### src/rtl/frac_prescaler_pkg.sv
// Package: shared register map and constants for the fractional prescaler.
package frac_prescaler_pkg;
    localparam int REG_W     = 32;
    localparam int CNT_W     = 64;
    localparam int SRC_BIT   = 8;   // control: tick source select
    localparam int STEP_BIT  = 9;   // control: step of one or two
    localparam logic [REG_W-1:0] UNITY_RATIO = 32'h8000_0000;

    typedef enum logic [1:0] {
        ADDR_CTRL   = 2'd0,
        ADDR_RATIO  = 2'd1,
        ADDR_CNT_LO = 2'd2,
        ADDR_CNT_HI = 2'd3
    } reg_addr_e;
endpackage

### src/rtl/frac_accum.sv
// Fractional rate scaler. On each tick, adds the ratio (capped at 2^(W-1))
// to a remainder. It reports a carry when the sum reaches 2^(W-1) and keeps
// only the part below that. Assumes the tick is at most one pulse per cycle.
// The carry is combinational so that the counter can update at the same edge.
module frac_accum #(
    parameter int W = 32
) (
    input  logic         clk,
    input  logic         rst_n,
    input  logic         tick,
    input  logic [W-1:0] ratio,
    output logic         carry
);
    localparam logic [W-1:0] HALF = {1'b1, {(W-1){1'b0}}};

    logic [W-1:0] rem_q;
    logic [W-1:0] eff_ratio;
    logic [W-1:0] sum;

    // Cap the ratio at unity, then form the next sum.
    always_comb begin
        eff_ratio = (ratio > HALF) ? HALF : ratio;
        sum       = rem_q + eff_ratio;
        carry     = tick && sum[W-1];
    end

    // Keep the remainder below 2^(W-1) after each tick.
    always_ff @(posedge clk) begin
        if (!rst_n)
            rem_q <= '0;
        else if (tick)
            rem_q <= {1'b0, sum[W-2:0]};
    end
endmodule

### src/rtl/step_counter.sv
// Wide up-counter. It advances by one or two when told to. Assumes wrap at
// 2^W is acceptable.
module step_counter #(
    parameter int W = 64
) (
    input  logic         clk,
    input  logic         rst_n,
    input  logic         adv,
    input  logic         dbl,
    output logic [W-1:0] value
);
    localparam logic [W-1:0] ONE = {{(W-1){1'b0}}, 1'b1};
    localparam logic [W-1:0] TWO = {{(W-2){1'b0}}, 2'b10};

    // Add the selected step on each advance.
    always_ff @(posedge clk) begin
        if (!rst_n)
            value <= '0;
        else if (adv)
            value <= value + (dbl ? TWO : ONE);
    end
endmodule

### src/rtl/frac_prescaler.sv
// Top level: control and ratio registers, tick source select, fractional
// scaler, 64-bit counter and the read port. Assumes tick inputs are already
// synchronous to clk and one cycle wide.
module frac_prescaler
    import frac_prescaler_pkg::*;
(
    input  logic              clk,
    input  logic              rst_n,
    input  logic              xtal_tick,
    input  logic              alt_tick,
    input  logic              wr_en,
    input  logic [1:0]        wr_addr,
    input  logic [REG_W-1:0]  wr_data,
    input  logic [1:0]        rd_addr,
    output logic [REG_W-1:0]  rd_data,
    output logic              cnt_tick,
    output logic [1:0]        cnt_step,
    output logic [CNT_W-1:0]  count
);
    localparam int HALVES = CNT_W / REG_W;

    logic             src_alt_q;
    logic             step_two_q;
    logic [REG_W-1:0] ratio_q;
    logic             sel_tick;
    logic             carry;
    logic [REG_W-1:0] cnt_word [HALVES];

    // Register writes; only the two control bits are stored.
    always_ff @(posedge clk) begin
        if (!rst_n) begin
            src_alt_q  <= 1'b0;
            step_two_q <= 1'b0;
            ratio_q    <= UNITY_RATIO;
        end else if (wr_en) begin
            case (reg_addr_e'(wr_addr))
                ADDR_CTRL: begin
                    src_alt_q  <= wr_data[SRC_BIT];
                    step_two_q <= wr_data[STEP_BIT];
                end
                ADDR_RATIO: ratio_q <= wr_data;
                default: ;
            endcase
        end
    end

    // Pick the active tick source.
    always_comb sel_tick = src_alt_q ? alt_tick : xtal_tick;

    frac_accum #(.W(REG_W)) u_accum (
        .clk   (clk),
        .rst_n (rst_n),
        .tick  (sel_tick),
        .ratio (ratio_q),
        .carry (carry)
    );

    step_counter #(.W(CNT_W)) u_count (
        .clk   (clk),
        .rst_n (rst_n),
        .adv   (carry),
        .dbl   (step_two_q),
        .value (count)
    );

    // Register the strobe and the applied step, aligned with the count update.
    always_ff @(posedge clk) begin
        if (!rst_n) begin
            cnt_tick <= 1'b0;
            cnt_step <= 2'd0;
        end else begin
            cnt_tick <= carry;
            cnt_step <= carry ? (step_two_q ? 2'd2 : 2'd1) : 2'd0;
        end
    end

    // Split the counter into read words.
    for (genvar g = 0; g < HALVES; g++) begin : g_words
        assign cnt_word[g] = count[g*REG_W +: REG_W];
    end

    // Read mux.
    always_comb begin
        rd_data = '0;
        case (reg_addr_e'(rd_addr))
            ADDR_CTRL: begin
                rd_data[SRC_BIT]  = src_alt_q;
                rd_data[STEP_BIT] = step_two_q;
            end
            ADDR_RATIO:  rd_data = ratio_q;
            ADDR_CNT_LO: rd_data = cnt_word[0];
            ADDR_CNT_HI: rd_data = cnt_word[HALVES-1];
            default:     rd_data = '0;
        endcase
    end
endmodule

### config.mk
export PLATFORM = sky130hd
export DESIGN_NAME = frac_prescaler
export DESIGN_NICKNAME = d
export VERILOG_FILES = /design/src/rtl/frac_prescaler_pkg.sv /design/src/rtl/frac_accum.sv /design/src/rtl/step_counter.sv /design/src/rtl/frac_prescaler.sv
export SDC_FILE = /design/constraint.sdc
export NUM_CORES = 1
export LEC_CHECK = 0
export BUFFER_PORTS_ARGS = -buffer_cell sky130_fd_sc_hd__buf_2
export CAP_MARGIN = 20
export CELL_PAD_IN_SITES_DETAIL_PLACEMENT = 0
export CELL_PAD_IN_SITES_GLOBAL_PLACEMENT = 1
export CORE_MARGIN = 8
export CORE_UTILIZATION = 39
export CTS_CLUSTER_DIAMETER = 30
export CTS_CLUSTER_SIZE = 25
export DETAILED_ROUTE_END_ITERATION = 10
export GPL_ROUTABILITY_DRIVEN = 0
export PLACE_DENSITY_LB_ADDON = 0.1
export SYNTH_ARGS = -nofsm -noshare
export SYNTH_HDL_FRONTEND = slang
export SYNTH_HIERARCHICAL = 1
export SYNTH_SLANG_ARGS = --single-unit
### constraint.sdc
create_clock -name clk -period 4.65 [get_ports clk]
set_input_delay 1.1625 -clock clk [delete_from_list [all_inputs] [get_ports clk]]
set_output_delay 1.1625 -clock clk [all_outputs]
set_load 0.05 [all_outputs]
==> impl_metrics.py <==
metrics = {
    "outcome": {
        "status": "complete, but fails checks",
        "violations": "negative setup slack",
    },
    "yosys": {
        "yosysMostFrequentCell": "dfxtp_1",
        "synth_nets": 1065,
        "synth_edf_count": 0,
        "synth_top_area_share_pct": 30.96,
        "synth.area.top_cells": "dfxtp_1 (31%), mux2i_1 (6.1%), nand2_1 (5.0%), mux2_4 (4.9%), ha_1 (4.8%)",
        "async_flop_share_pct": 0,
        "synth_commonest_cells": "dfxtp_1 (132), nand2_1 (113), nor2_1 (70), a21oi_1 (60), mux2i_1 (52)",
        "ys_ff_latch": 132,
        "ys_warn_count": 6,
        "avgSynthCellArea_um2": 8.629,
        "synth_top_flop_cell": "dfxtp_1",
        "ys_types": 76,
        "yosysSeqAreaShare_pct": 30.96,
        "yosys.area.top_type": "dfxtp_1",
        "synthCells": 989,
        "syn_area_um2": 8534,
    },
    "clocking": {
        "htreeDepth": 4,
        "cts.sinks": 132,
        "cts_tree": "done",
        "clkLatencyLatePin_ps": 430,
        "clk_pin_slew_ps": 60,
        "hold_buffers": 0,
        "cts_buffers": 17,
        "cts.path.max_buffers": 2,
        "clockRootBuffer": "clkbuf_16",
    },
    "drt": {
        "dr.pass1.iters": 5,
        "drc": 0,
        "vias": 8395,
        "wirelength_um": 31260,
        "drtIter0Drc": 625,
        "drtAntennaViolNets": 0,
        "wl_per_cell_um": 20.74,
        "routed_via_density": 5.571,
    },
    "pwr": {
        "p_sw_mw": 0.7633,
        "p_per_area_nw_per_um2": 253.7,
        "p_sw_share_pct": 26.88,
        "p_int_mw": 2.076,
        "p_total_mw": 2.840,
        "peakVddDrop_mv": 0.2292,
        "p_clk_share_pct": 46.7,
        "pwr-share-comb_pct": 12.1,
        "leakage_nw": 4.730,
        "p_seq_share_pct": 41.2,
    },
    "worst_setup_path": {
        "cp_max_fo": 6,
        "endpoint": "u_count/value[46]",
        "crit_start": "ratio_q[9]",
        "r2r_start": "ratio_q[9]",
        "crit_path_end_kind": "flip-flop",
        "critPathArrivalTime_ps": 5080,
        "ff2ff_path_depth": 22,
        "critPathKind": "reg2reg",
        "worstPathRequired_ps": 5010,
        "r2r_end": "u_count/value[46]",
        "r2r_slack_ps": -70,
        "setup.worst_path.start_class": "flip-flop",
    },
    "timing": {
        "whs_ps": 479.9,
        "slew_viol_final": 0,
        "hold_viol_final": 0,
        "worst_pin_slew_ps": 1008,
        "fmax_mhz": 212.1,
        "slew_headroom_pct": 32.80,
        "fin_ws_ps": -65.19,
        "period_minus_slack_ps": 4715,
        "skew_ps": 12.24,
        "fin_crit_sh_pct": 101.4,
        "setup_viol": 5,
        "rsz0062_at_grt": "yes",
    },
    "final_layout": {
        "area_delta_synth_final_pct": 31.14,
        "multiInputGateArea_um2": 5948,
        "stdcell_count": 1507,
        "fin_nets": 1290,
        "nFillCells": 2124,
        "drive_gt1_share_pct": 32.84,
        "diodes": 0,
        "fin_util_pct": 51.77,
        "seq_area_um2": 2645,
    },
    "place": {
        "io_buffers": 139,
        "dp_slack_ps": -79.40,
        "numPlacedInstances": 1462,
        "dp_hpwl_um": 23590,
    },
    "grt": {
        "grt_pass1_wl_um": 46920,
        "antenna_found_initial": 1,
        "overflow": 0,
        "grt_max_degree": 63,
        "grt_pass1_vias": 8084,
        "groute.usage.overall_pct": 22.66,
    },
    "floorplan": {
        "die_y_um": 163.9,
        "rows": 54,
        "io_pins": 140,
        "core_um2": 21620,
        "die_w_um": 163.9,
        "dieArea_um2": 26870,
        "start_util_pct": 39.47,
    },
    "worst_hold_path": {
        "min_path_type": "reg2reg",
    },
    "flow_run": {
        "cap_viol_max_count": 0,
    },
}
how the worst min path moves through the flow:
stage / startpoint / cells after the start / end / slack (ps)
final: u_accum/rem_q[21] / 2 / u_accum/rem_q[21] / 480
after global routing: u_accum/rem_q[22] / 2 / u_accum/rem_q[22] / 510
after CTS: u_accum/rem_q[21] / 2 / u_accum/rem_q[21] / 480
after detailed placement: u_accum/rem_q[21] / 2 / u_accum/rem_q[21] / 470
after global placement: u_accum/rem_q[22] / 2 / u_accum/rem_q[22] / 470
after floorplan: u_accum/rem_q[21] / 2 / u_accum/rem_q[21] / 450
power groups by stage:
| stage | Sequential, mW | Clock (mW) | Combinational [mW] |
|---|---|---|---|
| CTS | 1.17 | 1.36 | 0.314 |
| global placement | 1.19 | 0 | 0.307 |
| finish | 1.17 | 1.33 | 0.342 |
| global route | 1.17 | 1.41 | 0.367 |
| floorplan | 1.20 | 0 | 0.181 |
| detailed placement | 1.19 | 0 | 0.309 |
routing by layer:
layer  GRT usage [%]  wire (um)  vias up
met1           31.72      14720     3987
li1                -          -     4088
met5               0         11        -
met2           33.72      13760      282
met3           5.163       2187       36
met4           7.314        583        2
cells by family after synthesis:
kind of cell    count (synthesis)  synth area share [%]
simple gates                  414                 25.93
xor+xnor                       50                 5.131
mux                            85                 11.95
compound gates                206                 16.82
fa+ha+maj                      35                 5.307
buf+inv                        67                 3.900
flops                         132                 30.96
layout by cell type (no fill, tap or decap), drive strengths merged, types with 33 or more instances in the layout:
cell and count:
nand3 45, buf 255, o21ai 37, ha 33, and2 37, a21oi 60
nand2 115, nor2 71, dfxtp 132, mux2i 52
stage by stage:
step / TNS [ps] / instance area (um2)
floorplan: 0 / 8539
global placement: 0 / 10100
detailed placement: -593.8 / 10100
CTS: 0 / 10700
global route: -5023 / 11190
finish: -218.2 / 11190
area by class of cell:
type / instances / area share [%]
inverter: 18 / 0.6037
timing repair buffer: 255 / 14.40
tap: 280 / 3.130
sequential: 132 / 23.63
multi-input combinational: 790 / 53.15
clock inverter: 13 / 1.219
clock buffer: 19 / 3.868
worst max-delay path, stage by stage, from the launching register on:
cell	delay, ps
dfxtp_1	320
nor4_2	290
nand4_1	240
o21ai_4	310
buf_6	150
buf_4	100
and2_4	140
ha_4	190
o21a_1	220
nand3_2	110
a211oi_4	70
o31ai_2	210
buf_4	160
o221ai_4	120
a31oi_4	230
mux2i_4	310
nand2_2	80
buf_6	130
nor4_4	280
buf_6	190
nand4_4	120
or4_4	540
a21oi_2	120
registers in the layout, indices dropped and copies added, names as in the netlist:
name           flops
step_two_q         1
cnt_tick           1
ratio_q           32
cnt_step           2
src_alt_q          1
u_count/value     64
u_accum/rem_q     31
repair_timing:
action,CTS,global route
pin swaps,4,36
resized for setup,9,72
cloned,0,1
setup endpoints to repair,29,51
setup buffers,0,12
Power figures use the tool's default switching activity.
